File: src/rtl/mcpu_pkg.sv
package mcpu_pkg;

  localparam int DATA_W = 32;
  localparam int REG_N  = 32;
  localparam int REG_AW = $clog2(REG_N);
  localparam int UPC_W  = 4;
  localparam int OPC_W  = 4;
  localparam int IMM_W  = 9;
  localparam int SH_W   = $clog2(DATA_W);
  localparam int DRV_N  = 4;

  // bus source bit positions
  localparam int DRV_PC  = 0;
  localparam int DRV_MEM = 1;
  localparam int DRV_ACC = 2;
  localparam int DRV_ALU = 3;

  typedef enum logic [3:0] {
    ALU_PASSX = 4'd0,  ALU_ADD  = 4'd1,  ALU_SUB   = 4'd2,  ALU_AND  = 4'd3,
    ALU_OR    = 4'd4,  ALU_XOR  = 4'd5,  ALU_SHL   = 4'd6,  ALU_SHR  = 4'd7,
    ALU_SAR   = 4'd8,  ALU_NOR  = 4'd9,  ALU_XNOR  = 4'd10, ALU_ANDN = 4'd11,
    ALU_PASSY = 4'd12, ALU_NEGX = 4'd13, ALU_ROL   = 4'd14, ALU_ROR  = 4'd15
  } alu_op_e;

  typedef enum logic       {XS_REGA, XS_BUS} xsel_e;
  typedef enum logic [1:0] {YS_REGB, YS_IMM, YS_FOUR, YS_BUS} ysel_e;
  typedef enum logic       {AS_RD, AS_RA} asel_e;

  // control store addresses
  localparam logic [UPC_W-1:0] UA_F0   = 4'd0;
  localparam logic [UPC_W-1:0] UA_F1   = 4'd1;
  localparam logic [UPC_W-1:0] UA_F2   = 4'd2;
  localparam logic [UPC_W-1:0] UA_INC  = 4'd3;
  localparam logic [UPC_W-1:0] UA_PCW  = 4'd4;
  localparam logic [UPC_W-1:0] UA_DEC  = 4'd5;
  localparam logic [UPC_W-1:0] UA_SHL  = 4'd6;
  localparam logic [UPC_W-1:0] UA_WB   = 4'd7;
  localparam logic [UPC_W-1:0] UA_ALUR = 4'd8;
  localparam logic [UPC_W-1:0] UA_ADDI = 4'd9;

  // opcodes decoded by the dispatch step
  localparam logic [OPC_W-1:0] OPC_SHLI = 4'd1;
  localparam logic [OPC_W-1:0] OPC_ALUR = 4'd2;
  localparam logic [OPC_W-1:0] OPC_ADDI = 4'd3;

  typedef struct packed {
    logic             drv_pc;
    logic             drv_mem;
    logic             drv_acc;
    logic             drv_alu;
    logic             ld_ir;
    logic             ld_pc;
    logic             ld_acc;
    logic             ld_reg;
    logic             ld_flg;
    logic             mem_rd;
    logic             mem_wr;
    xsel_e            xsel;
    ysel_e            ysel;
    asel_e            asel;
    logic             op_ir;
    alu_op_e          alu_op;
    logic             dispatch;
    logic [UPC_W-1:0] next;
  } uinstr_t;

  typedef struct packed {
    logic [DATA_W-1:0] res;
    logic              carry;
  } alu_out_t;

  function automatic alu_out_t alu_eval(alu_op_e op, logic [DATA_W-1:0] x,
                                        logic [DATA_W-1:0] y);
    alu_out_t        o;
    logic [SH_W-1:0] sh;
    logic [DATA_W:0] wide;
    sh   = y[SH_W-1:0];
    o    = '0;
    wide = '0;
    unique case (op)
      ALU_PASSX: o.res = x;
      ALU_ADD:   begin wide = {1'b0, x} + {1'b0, y}; o.res = wide[DATA_W-1:0]; o.carry = wide[DATA_W]; end
      ALU_SUB:   begin wide = {1'b0, x} - {1'b0, y}; o.res = wide[DATA_W-1:0]; o.carry = wide[DATA_W]; end
      ALU_AND:   o.res = x & y;
      ALU_OR:    o.res = x | y;
      ALU_XOR:   o.res = x ^ y;
      ALU_SHL:   begin wide = {1'b0, x} << sh; o.res = wide[DATA_W-1:0]; o.carry = wide[DATA_W]; end
      ALU_SHR:   begin wide = {x, 1'b0} >> sh; o.res = wide[DATA_W:1]; o.carry = wide[0]; end
      ALU_SAR:   begin wide = $signed({x, 1'b0}) >>> sh; o.res = wide[DATA_W:1]; o.carry = wide[0]; end
      ALU_NOR:   o.res = ~(x | y);
      ALU_XNOR:  o.res = ~(x ^ y);
      ALU_ANDN:  o.res = x & ~y;
      ALU_PASSY: o.res = y;
      ALU_NEGX:  o.res = '0 - x;
      ALU_ROL:   o.res = (x << sh) | (x >> (DATA_W - int'(sh)));
      ALU_ROR:   o.res = (x >> sh) | (x << (DATA_W - int'(sh)));
      default:   o.res = x;
    endcase
    return o;
  endfunction

  function automatic uinstr_t ucode_word(logic [UPC_W-1:0] a);
    uinstr_t w;
    w = '0;
    unique case (a)
      UA_F0:   begin w.drv_pc = 1'b1; w.mem_rd = 1'b1; w.next = UA_F1; end
      UA_F1:   begin w.drv_pc = 1'b1; w.mem_rd = 1'b1; w.next = UA_F2; end
      UA_F2:   begin w.drv_mem = 1'b1; w.ld_ir = 1'b1; w.next = UA_INC; end
      UA_INC:  begin
        w.drv_pc = 1'b1; w.xsel = XS_BUS; w.ysel = YS_FOUR;
        w.alu_op = ALU_ADD; w.ld_acc = 1'b1; w.next = UA_PCW;
      end
      UA_PCW:  begin w.drv_acc = 1'b1; w.ld_pc = 1'b1; w.next = UA_DEC; end
      UA_DEC:  begin w.dispatch = 1'b1; w.next = UA_F0; end
      UA_SHL:  begin
        w.asel = AS_RD; w.xsel = XS_REGA; w.ysel = YS_IMM; w.alu_op = ALU_SHL;
        w.ld_acc = 1'b1; w.ld_flg = 1'b1; w.next = UA_WB;
      end
      UA_WB:   begin w.drv_acc = 1'b1; w.ld_reg = 1'b1; w.next = UA_F0; end
      UA_ALUR: begin
        w.asel = AS_RA; w.xsel = XS_REGA; w.ysel = YS_REGB; w.op_ir = 1'b1;
        w.ld_acc = 1'b1; w.ld_flg = 1'b1; w.next = UA_WB;
      end
      UA_ADDI: begin
        w.asel = AS_RA; w.xsel = XS_REGA; w.ysel = YS_IMM; w.alu_op = ALU_ADD;
        w.drv_alu = 1'b1; w.ld_reg = 1'b1; w.ld_flg = 1'b1; w.next = UA_F0;
      end
      default: w.next = UA_F0;
    endcase
    return w;
  endfunction

  function automatic logic [UPC_W-1:0] dispatch_target(logic [OPC_W-1:0] opc);
    unique case (opc)
      OPC_SHLI: return UA_SHL;
      OPC_ALUR: return UA_ALUR;
      OPC_ADDI: return UA_ADDI;
      default:  return UA_F0;
    endcase
  endfunction

endpackage

File: src/rtl/mcpu_useq.sv
module mcpu_useq
  import mcpu_pkg::*;
#(
  parameter int PH_W = 4
) (
  input  logic             clk,
  input  logic             rst_n,
  input  logic [OPC_W-1:0] opcode,
  output uinstr_t          uw,
  output logic [UPC_W-1:0] upc,
  output logic [PH_W-1:0]  phase,
  output logic             ph_clr
);

  logic [UPC_W-1:0] upc_q;
  logic [UPC_W-1:0] upc_nxt;
  logic [PH_W-1:0]  phase_q;

  assign uw      = ucode_word(upc_q);
  assign upc_nxt = uw.dispatch ? dispatch_target(opcode) : uw.next;
  // the step that hands control back to fetch also clears the step counter
  assign ph_clr  = (upc_nxt == UA_F0);

  always_ff @(posedge clk or negedge rst_n) begin
    if (!rst_n) begin
      upc_q   <= UA_F0;
      phase_q <= '0;
    end else begin
      upc_q   <= upc_nxt;
      phase_q <= ph_clr ? '0 : phase_q + 1'b1;
    end
  end

  assign upc   = upc_q;
  assign phase = phase_q;

endmodule

File: src/rtl/mcpu_regfile.sv
module mcpu_regfile #(
  parameter int N  = 32,
  parameter int W  = 32,
  localparam int AW = $clog2(N)
) (
  input  logic          clk,
  input  logic          rst_n,
  input  logic          we,
  input  logic [AW-1:0] waddr,
  input  logic [W-1:0]  wdata,
  input  logic [AW-1:0] raddr_a,
  input  logic [AW-1:0] raddr_b,
  output logic [W-1:0]  rdata_a,
  output logic [W-1:0]  rdata_b
);

  logic [W-1:0] cells [N];

  for (genvar i = 0; i < N; i++) begin : g_cell
    always_ff @(posedge clk or negedge rst_n) begin
      if (!rst_n)                        cells[i] <= '0;
      else if (we && (waddr == AW'(i)))  cells[i] <= wdata;
    end
  end

  assign rdata_a = cells[raddr_a];
  assign rdata_b = cells[raddr_b];

endmodule

File: src/rtl/mcpu_alu.sv
module mcpu_alu
  import mcpu_pkg::*;
(
  input  alu_op_e           op,
  input  logic [DATA_W-1:0] x,
  input  logic [DATA_W-1:0] y,
  output logic [DATA_W-1:0] res,
  output logic              carry,
  output logic              zero,
  output logic              sign
);

  alu_out_t o;

  assign o     = alu_eval(op, x, y);
  assign res   = o.res;
  assign carry = o.carry;
  assign zero  = (o.res == '0);
  assign sign  = o.res[DATA_W-1];

endmodule

File: src/rtl/mcpu_core.sv
module mcpu_core
  import mcpu_pkg::*;
#(
  parameter int PH_W = 4
) (
  input  logic              clk,
  input  logic              rst_n,
  input  logic [DATA_W-1:0] mem_rdata,
  output logic [DATA_W-1:0] bus_val,
  output logic [DRV_N-1:0]  bus_drv,
  output logic              mem_rd,
  output logic              mem_wr,
  output logic              ir_load,
  output logic              reg_load,
  output logic [PH_W-1:0]   phase,
  output logic [2:0]        flags
);

  uinstr_t           uw;
  logic [UPC_W-1:0]  upc;
  logic              ph_clr;
  logic              flag_ld;

  logic [DATA_W-1:0] ir_q, pc_q, acc_q;
  logic [2:0]        flags_q;

  // instruction fields
  logic [OPC_W-1:0]  f_opc;
  logic [3:0]        f_op;
  logic [REG_AW-1:0] f_rd, f_ra, f_rb;
  logic [IMM_W-1:0]  f_imm;

  assign f_opc = ir_q[31:28];
  assign f_op  = ir_q[27:24];
  assign f_rd  = ir_q[23:19];
  assign f_ra  = ir_q[18:14];
  assign f_rb  = ir_q[13:9];
  assign f_imm = ir_q[IMM_W-1:0];

  mcpu_useq #(.PH_W(PH_W)) u_seq (
    .clk    (clk),
    .rst_n  (rst_n),
    .opcode (f_opc),
    .uw     (uw),
    .upc    (upc),
    .phase  (phase),
    .ph_clr (ph_clr)
  );

  // register file
  logic [REG_AW-1:0] a_addr;
  logic [DATA_W-1:0] rd_a, rd_b;

  assign a_addr = (uw.asel == AS_RA) ? f_ra : f_rd;

  mcpu_regfile #(.N(REG_N), .W(DATA_W)) u_rf (
    .clk     (clk),
    .rst_n   (rst_n),
    .we      (uw.ld_reg),
    .waddr   (f_rd),
    .wdata   (bus_val),
    .raddr_a (a_addr),
    .raddr_b (f_rb),
    .rdata_a (rd_a),
    .rdata_b (rd_b)
  );

  // bus sources other than the ALU; the ALU selectors tap this net
  logic [DATA_W-1:0] bus_core;
  assign bus_core = ({DATA_W{uw.drv_pc}}  & pc_q)
                  | ({DATA_W{uw.drv_mem}} & mem_rdata)
                  | ({DATA_W{uw.drv_acc}} & acc_q);

  // ALU input selectors
  logic [DATA_W-1:0] alu_x, alu_y, alu_res;
  logic              alu_c, alu_z, alu_s;
  alu_op_e           op_sel;

  always_comb begin
    alu_x = (uw.xsel == XS_BUS) ? bus_core : rd_a;
    unique case (uw.ysel)
      YS_REGB: alu_y = rd_b;
      YS_IMM:  alu_y = DATA_W'(f_imm);
      YS_FOUR: alu_y = DATA_W'(4);
      YS_BUS:  alu_y = bus_core;
      default: alu_y = rd_b;
    endcase
  end

  assign op_sel = uw.op_ir ? alu_op_e'(f_op) : uw.alu_op;

  mcpu_alu u_alu (
    .op    (op_sel),
    .x     (alu_x),
    .y     (alu_y),
    .res   (alu_res),
    .carry (alu_c),
    .zero  (alu_z),
    .sign  (alu_s)
  );

  assign bus_val = bus_core | ({DATA_W{uw.drv_alu}} & alu_res);
  assign bus_drv[DRV_PC]  = uw.drv_pc;
  assign bus_drv[DRV_MEM] = uw.drv_mem;
  assign bus_drv[DRV_ACC] = uw.drv_acc;
  assign bus_drv[DRV_ALU] = uw.drv_alu;

  assign flag_ld = uw.ld_flg;

  always_ff @(posedge clk or negedge rst_n) begin
    if (!rst_n) begin
      ir_q    <= '0;
      pc_q    <= '0;
      acc_q   <= '0;
      flags_q <= '0;
    end else begin
      if (uw.ld_ir)  ir_q    <= bus_val;
      if (uw.ld_pc)  pc_q    <= bus_val;
      if (uw.ld_acc) acc_q   <= alu_res;
      if (flag_ld)   flags_q <= {alu_s, alu_c, alu_z};
    end
  end

  assign mem_rd   = uw.mem_rd;
  assign mem_wr   = uw.mem_wr;
  assign ir_load  = uw.ld_ir;
  assign reg_load = uw.ld_reg;
  assign flags    = flags_q;

endmodule

File: config.mk
export PLATFORM = sky130hd
export DESIGN_NAME = mcpu_core
export DESIGN_NICKNAME = d
export VERILOG_FILES = /design/src/rtl/mcpu_pkg.sv /design/src/rtl/mcpu_useq.sv /design/src/rtl/mcpu_regfile.sv /design/src/rtl/mcpu_alu.sv /design/src/rtl/mcpu_core.sv
export SDC_FILE = /design/constraint.sdc
export NUM_CORES = 2
export LEC_CHECK = 0
export BUFFER_PORTS_ARGS = -buffer_cell sky130_fd_sc_hd__buf_2
export CORE_ASPECT_RATIO = 1.4
export CORE_UTILIZATION = 50
export CTS_CLUSTER_SIZE = 16
export DETAILED_ROUTE_END_ITERATION = 12
export PLACE_DENSITY_LB_ADDON = 0.15
export SLEW_MARGIN = 10
export SYNTH_ARGS = -nofsm -noshare
export SYNTH_HDL_FRONTEND = slang
export SYNTH_SLANG_ARGS = --single-unit
File: constraint.sdc
create_clock -name clk -period 17.6 [get_ports clk]
set_input_delay 3.52 -clock clk [delete_from_list [all_inputs] [get_ports clk]]
set_output_delay 3.52 -clock clk [all_outputs]
set_load 0.005 [all_outputs]
==> impl_metrics.toml <==
[status]
status = "complete, but fails checks"
violations = "max-capacitance violations"

[clocking]
htree_levels = 3
cts_num_sinks = 1131
cts_setup_buffers = 0
cts_made_buffers = 101
postCtsHoldBufs = 0
cts_tree = "yes"
cts_buffer_depth = 3
cts_resized = 0
clk_latency_ps = 790
root_buffer = "clkbuf_16"
clk_pin_slew_ps = 70

[synthesis]
synth_top_cell_by_area = "dfrtp_1"
synth_largest_type_area_fraction = 0.359
async_flop_share = 1.00
synth_top_flop_cell = "dfrtp_1"
synth_edf_count = 0
seq_area_frac_synth = 0.359
mappedNetlistArea_sq_um = 78900
ys_ff_latch = 1131
avgSynthCellArea_sq_um = 9.05
synthCells = 8722
synth_area_leaders = "dfrtp_1 (36%), mux4_2 (11%), mux2i_1 (7.9%), a21oi_1 (6.1%), nor2_1 (4.8%)"
post_synth_num_cell_types = 115
yosysWarnings = 0
synth_fp_nets = 8861

[setup_path]
end_kind = "primary output"
cpPeakStageDelay_ps = 1200
worstPathArrival_ps = 11970
cpLargestDelayFamily = "compound AO/OA/AOI/OAI gates"
critPathKind = "flop to primary output"
cp.required_ps = 14080
critPathMostFrequentCell = "a21oi_1"
worst_setup_path_start_kind = "flop"
worstPathMaxFanout = 53
crit_buf_inv = 5
slowest_stage = "dfrtp_1"

[sta]
worstMarginPinSlew_ps = 1480
fmax_mhz = 64.6
finClkSkew_ps = 48.0
hold_violations = 0
min_period_ps = 15490
period_share = 0.880
finalMaxSlewViolations = 0
setup_viol = 0
tns_ps = 0
grt_setup_unrepaired = "no"
max_slew_margin = 0.00356

[drt]
vias = 80800
drt_iter0_markers = 13200
wl_um = 437000
wire_per_inst_um = 40.9
route.detailed.drc = 0
ant_nets = 0
vias_per_cell = 7.58
drtPass1Iterations = 10

[die]
chipWidth_um = 338
rows = 172
ios = 81
start_util = 0.503
core_sq_um = 157000
die_area_sq_um = 159000
die_h_um = 472

[flow_run]
maxCapViolations = 1

[global_routing]
antenna_found_initial = 50
grt_first_pass_wirelength_um = 617000
grt_pass1_vias = 77600
grt-ovfl-total = 0
grt_max_degree = 172
grt_use_total = 0.556

[placed_design]
hpwl_um = 300000
io_buffers = 79
gp_congestion = 1.18

[final_layout]
finish.net_count = 8595
utilization = 0.550
drive_gt1_frac = 0.163
area_growth_pct = 9.27

[hold_path]
hold_path_class = "flop to flop"
[layout make-up]
| cell class | instances | area (sq um) |
|---|---|---|
| antenna | 38 | 95.1 |
| fill | 13900 | 70600 |
| tap | 2088 | 2610 |
| clock buffer | 140 | 2970 |
| multi-input combinational | 6597 | 47400 |
| sequential | 1131 | 28300 |
| timing repair buffer | 460 | 3490 |
| inverter | 165 | 624 |
| clock inverter | 51 | 683 |
[synth_stat cells, types with 107 or more instances]
cell type / number
a211oi_1: 232
a21oi_1: 956
buf_2: 165
clkbuf_1: 539
dfrtp_1: 1131
inv_1: 155
mux2_2: 137
mux2i_1: 624
mux4_2: 368
nand2_1: 892
nand3_1: 161
nor2_1: 1011
o21ai_0: 686
o22ai_1: 107
[kinds of logic (layout without fill, tap and decap cells)]
kind of cell / Yosys count / after routing / synth area share
AOI/OAI and AO/OA: 2779 / 2779 / 0.221
and+or+nand+nor: 2515 / 2515 / 0.139
DFF: 1131 / 1131 / 0.359
muxes: 1129 / 1129 / 0.204
buffers and inverters: 994 / 816 / 0.0535
adders and majority gates: 105 / 105 / 0.0167
xor gates and xnor gates: 68 / 68 / 0.00755
other: 1 / 39 / 0.0000475
[path summary, 6_finish.rpt]
path	depth (start not counted)	endpoint	from	slack (ps)
worst min register to register	2	pc_q[17]	pc_q[17]	490
worst min-delay path	2	pc_q[17]	pc_q[17]	490
max in group asynchronous	4	u_rf.cells[61]	rst_n	11480
worst max-delay path	28	bus_val[28]	u_seq.upc[2]	2110
min in group asynchronous	1	ir_q[8]	rst_n	2730
worst max register to register	26	flags[0]	u_seq.upc[2]	5120
[state kept, by name, summed over array words and instances, names as in the netlist]
| name | cells |
|---|---|
| u_rf.cells | 1024 |
| acc_q | 32 |
| ir_q | 32 |
| pc_q | 32 |
| u_seq.phase | 4 |
| u_seq.upc | 4 |
| flags | 3 |
[cell usage in the layout (no fill, tap or decap), types with 38 or more instances in the layout]
master / count
a211oi_1: 230
a21oi_1: 944
a221oi_1: 42
a22oi_1: 58
a31oi_1: 57
buf_2: 78
buf_4: 356
clkbuf_16: 103
dfrtp_1: 1124
diode_2: 38
ha_1: 103
inv_1: 151
mux2_2: 137
mux2i_1: 620
mux4_2: 368
nand2_1: 888
nand2b_1: 44
nand3_1: 152
nand4_1: 42
nor2_1: 979
nor2b_1: 40
nor3_1: 90
nor4_1: 46
o211a_1: 68
o211ai_1: 85
o21ai_0: 678
o22ai_1: 104
xnor2_1: 58
[layer usage]
metal | up-vias | global-route usage | routed length, um
met4 | 32 | 0.564 | 57600
met3 | 2627 | 0.251 | 55800
li1 | 31800 | - | -
met1 | 39400 | 0.591 | 137000
met2 | 6979 | 0.794 | 186000
met5 | - | 0.00894 | 252
[metrics by stage]
step	hold slack (ps)	worst slack (ps)	cell area, sq um	std cells
2_1_floorplan	446	6390	78900	8722
3_3_place_gp	462	3670	82100	10400
3_5_place_dp	470	3550	82100	10400
4_1_cts	485	2760	85800	10600
5_1_grt	512	1800	86200	10600
6_report	488	2110	86200	10700
[tightest hold or removal path, cell delays in order (launching register included)]
cell and delay, ps:
dfrtp_1 350, nand2_1 50, o21ai_0 60
Power is not shown: default switching activity piles up to over one toggle a cycle in this logic, so the estimate is an artifact.
